[config.mk]
export PLATFORM = sky130hd
export DESIGN_NAME = los_monitor
export DESIGN_NICKNAME = d
export VERILOG_FILES = /design/src/rtl/los_monitor.sv
export SDC_FILE = /design/constraint.sdc
export NUM_CORES = 1
export LEC_CHECK = 0
export ABC_CLOCK_PERIOD_IN_PS = 4900
export BUFFER_PORTS_ARGS = -buffer_cell sky130_fd_sc_hd__buf_2
export CAP_MARGIN = 20
export CORE_MARGIN = 10
export CORE_UTILIZATION = 63
export CTS_BUF_LIST = sky130_fd_sc_hd__clkbuf_2 sky130_fd_sc_hd__clkbuf_4 sky130_fd_sc_hd__clkbuf_8
export CTS_CLUSTER_DIAMETER = 80
export DETAILED_ROUTE_END_ITERATION = 6
export PLACE_DENSITY = 0.92
export SLEW_MARGIN = 20
export SYNTH_ARGS = -nofsm -noshare
export SYNTH_HDL_FRONTEND = slang
export SYNTH_SLANG_ARGS = --single-unit
[constraint.sdc]
create_clock -name clk -period 4.9 [get_ports clk]
set_input_delay 0.245 -clock clk [delete_from_list [all_inputs] [get_ports clk]]
set_output_delay 0.245 -clock clk [all_outputs]
set_load 0.05 [all_outputs]
[src/rtl/los_monitor.sv]
module los_monitor #(
  parameter int DET_W      = 8,
  parameter int REC_W      = 8,
  parameter int SCALE_LOG2 = 4
) (
  input  logic             clk,
  input  logic             rst,
  input  logic             bit_en,
  input  logic             rx_bit,
  input  logic [DET_W-1:0] det_len,
  input  logic [REC_W-1:0] rec_len,
  input  logic             irq_mask,
  input  logic             chg_mode,
  input  logic             irq_ack,
  output logic             los_alarm,
  output logic             irq_req
);
  localparam int CNT_W = DET_W + 1 + SCALE_LOG2;

  logic [CNT_W-1:0] zero_cnt;
  logic [REC_W-1:0] pulse_cnt;

  wire [DET_W:0]     det_eff   = (det_len == '0) ? {1'b1, {DET_W{1'b0}}} : {1'b0, det_len};
  wire [CNT_W-1:0]   limit     = {det_eff, {SCALE_LOG2{1'b0}}};
  wire [CNT_W-1:0]   zero_inc  = zero_cnt + 1'b1;
  wire [REC_W-1:0]   rec_eff   = (rec_len == '0) ? REC_W'(1) : rec_len;
  wire [REC_W:0]     pulse_inc = {1'b0, pulse_cnt} + 1'b1;

  wire hit    = bit_en & ~rx_bit & (zero_inc >= limit);
  wire done   = los_alarm & bit_en & rx_bit & (pulse_inc >= {1'b0, rec_eff});
  wire set_ev = hit & ~los_alarm;
  wire irq_ev = ~irq_mask & (set_ev | (done & chg_mode));

  always_ff @(posedge clk) begin
    if (rst) begin
      zero_cnt  <= '0;
      pulse_cnt <= '0;
      los_alarm <= 1'b0;
      irq_req   <= 1'b0;
    end else begin
      if (bit_en)
        zero_cnt <= rx_bit ? '0 : (hit ? limit : zero_inc);

      if (!los_alarm || hit || done)
        pulse_cnt <= '0;
      else if (bit_en && rx_bit)
        pulse_cnt <= pulse_inc[REC_W-1:0];

      if (set_ev)
        los_alarm <= 1'b1;
      else if (done)
        los_alarm <= 1'b0;

      if (irq_ev)
        irq_req <= 1'b1;
      else if (irq_ack)
        irq_req <= 1'b0;
    end
  end
endmodule

==> out/results.ini <==
[critical_path]
startpoint=zero_cnt[0]
cp_max_fo=13
critPathArrivalTime_ns=3.59
start_kind=register
r2r_end=zero_cnt[12]
critPathRequiredTime_ns=5.18
reg2reg_from=zero_cnt[0]
r2r_setup_slack_ns=1.60
crit_path_end_kind=register
path_class=reg -> reg
ff2ff_path_depth=13
crit_end=zero_cnt[12]

[timing]
tns_ns=0
rsz0062_at_grt=false
max_slew_margin=0.496
period_needed_ns=3.30
worst_pin_slew_ns=0.752
setup_viol=0
fmax_mhz=303
final-hold-violation-count=0
slew_viol_final=0
finalCritPeriodShare=0.674
clock_skew_ns=0.0161

[floorplan]
core_um2=2780
dieArea_um2=5480
die_h_um=74.0
start_util=0.660
rows=19
die_x_um=74.0
io-pin-count=25

[finish]
post-route-util=0.713
antenna_cells=0
layout.nets=297
instances_no_fill=284
area_growth_pct=7.97
layout_common_cells=24 x buf_2, 23 x dfxtp_1, 22 x nand2_1
drive_above_1_share=0.162
fillers=216
layout_commonest_cell=buf_2

[global_routing]
antenna_found_initial=0
grt_max_degree=22
grt_pass1_wl_um=7330
grt_usage=0.163
grt_pass1_vias=1617
overflow=0

[hold_path]
hold_class=in -> reg

[clock_network]
cts_resized=0
cts_buffers=3
post_cts_buffers=0
clkLatencyLatePin_ns=0.33
clock_sinks=23
cts_tree=built
cts-root-buf=clkbuf_4
clockBufferDepth=2
hold_buffers=0
cts_max_level=1
clk_pin_slew_ns=0.14

[synth]
synth.distinct_cells=51
synth_cells=234
synth_nets=277
synth-edff-count=0
ys_async_sr_fraction=0
ys.flop_type=dfxtp_1
synth-seq-cells=23
yosysWarnings=0
syn_area_per_cell_um2=7.85
mappedNetlistArea_um2=1840
seq_area_frac_synth=0.251

[power]
pwr_density_cell_nw_per_um2=162
p_leak_nw=0.869
ir_drop_mv=0.202
total_power_mw=0.321

[detailed_routing]
wl_per_cell_um=15.2
vias=1739
vias_per_cell=6.12
drt-total-wl_um=4310
drt_pre_antenna_iters=4
route.antenna.remaining_nets=0
dr.first_iter.drc_count=128
drcViolationCount=0

[placement]
gp_congestion=0.959
hpwl_um=3400
port_buffers=24
dp.cells=280

[run_status]
outcome=finished clean

[run]
drv_cap=0

==> synthesized netlist by cell type (all sizes together) (2+ instances only) <==
library cell / count / area share
xnor2: 8 / 0.038
nor2: 19 / 0.040
nor4: 4 / 0.014
nand3: 19 / 0.057
a21o: 2 / 0.0082
a2bb2oi: 2 / 0.0095
nand2b: 5 / 0.017
o22ai: 2 / 0.0068
a32oi: 2 / 0.0095
a21oi: 14 / 0.038
nor2b: 2 / 0.0068
inv: 18 / 0.037
and3: 3 / 0.011
dfxtp: 23 / 0.25
o311ai: 6 / 0.029
nor3b: 2 / 0.0082
or3: 2 / 0.0068
nor3: 3 / 0.0082
nand2: 22 / 0.045
clkbuf: 6 / 0.012
or3b: 2 / 0.0095
o21ai: 7 / 0.019
xor2: 9 / 0.043
a31oi: 2 / 0.0068
nand4: 4 / 0.014
nand3b: 2 / 0.0082
buf: 4 / 0.015
o31ai: 2 / 0.011
ha: 20 / 0.14
a22oi: 3 / 0.012
or2: 3 / 0.012
==> registers in the layout, indices dropped and copies added (netlist names) <==
signal	flops
zero_cnt	13
pulse_cnt	8
irq_req	1
los_alarm	1
==> through the flow <==
| step | worst slack (ns) | instance area (um2) | hold slack [ns] |
|---|---|---|---|
| 6_report | 1.60 | 1980 | 0.0848 |
| 5_1_grt | 1.26 | 1980 | 0.0824 |
| 4_1_cts | 1.65 | 1980 | 0.0753 |
| 3_5_place_dp | 1.72 | 1950 | 0.453 |
| 3_3_place_gp | 1.78 | 1950 | 0.441 |
| 2_1_floorplan | 2.07 | 1840 | 0.350 |
==> area by class of cell <==
| class | count | area (um2) | area share |
|---|---|---|---|
| clock inverters | 1 | 7.51 | 0.00379 |
| repair buffers | 25 | 128 | 0.0644 |
| inverters | 18 | 67.6 | 0.0341 |
| well taps | 31 | 38.8 | 0.0196 |
| flip-flops and latches | 23 | 460 | 0.232 |
| clock buffers | 3 | 22.5 | 0.0114 |
| multi-input cells | 183 | 1260 | 0.635 |
==> layer usage <==
layer	wire length [um]	vias up	track usage
li1	-	881	-
met4	56	0	0.0455
met3	252	6	0.0439
met5	0	-	0
met2	1960	52	0.241
met1	2040	800	0.225
==> critical path: stages (launching register included) <==
cell and delay [ns]:
dfxtp_1 0.44, ha_1 0.31, nand2_1 0.10, nor2_1 0.18, nand2_1 0.09, xnor2_1 0.15, ha_1 0.32, nand3_1 0.10
o21bai_1 0.17, a31oi_1 0.46, nor2_1 0.24, buf_4 0.24, or3_1 0.34, nand3_1 0.09
==> cells by family (layout without fill, tap and decap cells) <==
logic type      count (synthesis)  after routing  share of synthesized area
compound gates                 51             51                      0.196
simple gates                   93             93                      0.261
fa+ha+maj                      20             20                      0.136
xor+xnor                       17             17                     0.0811
flops                          23             23                      0.251
mux                             2              2                     0.0116
buf+inv                        28             47                     0.0640
==> worst min path at each step <==
stage / endpoint / cells after the start / start / slack (ns)
4_1_cts: irq_req / 2 / irq_mask / 0.08
3_5_place_dp: irq_req / 2 / irq_mask / 0.45
3_3_place_gp: irq_req / 2 / irq_mask / 0.44
2_1_floorplan: irq_req / 1 / irq_mask / 0.35
6_report: irq_req / 2 / irq_mask / 0.08
5_1_grt: irq_req / 2 / irq_mask / 0.08
==> report_power, final <==
part	internal [mW]	total, mW	switching [mW]
clock network	0.0313	0.0925	0.0612
registers	0.188	0.189	0.00109
logic	0.0158	0.0392	0.0235
Note: power is estimated with default switching activity, not from simulation.
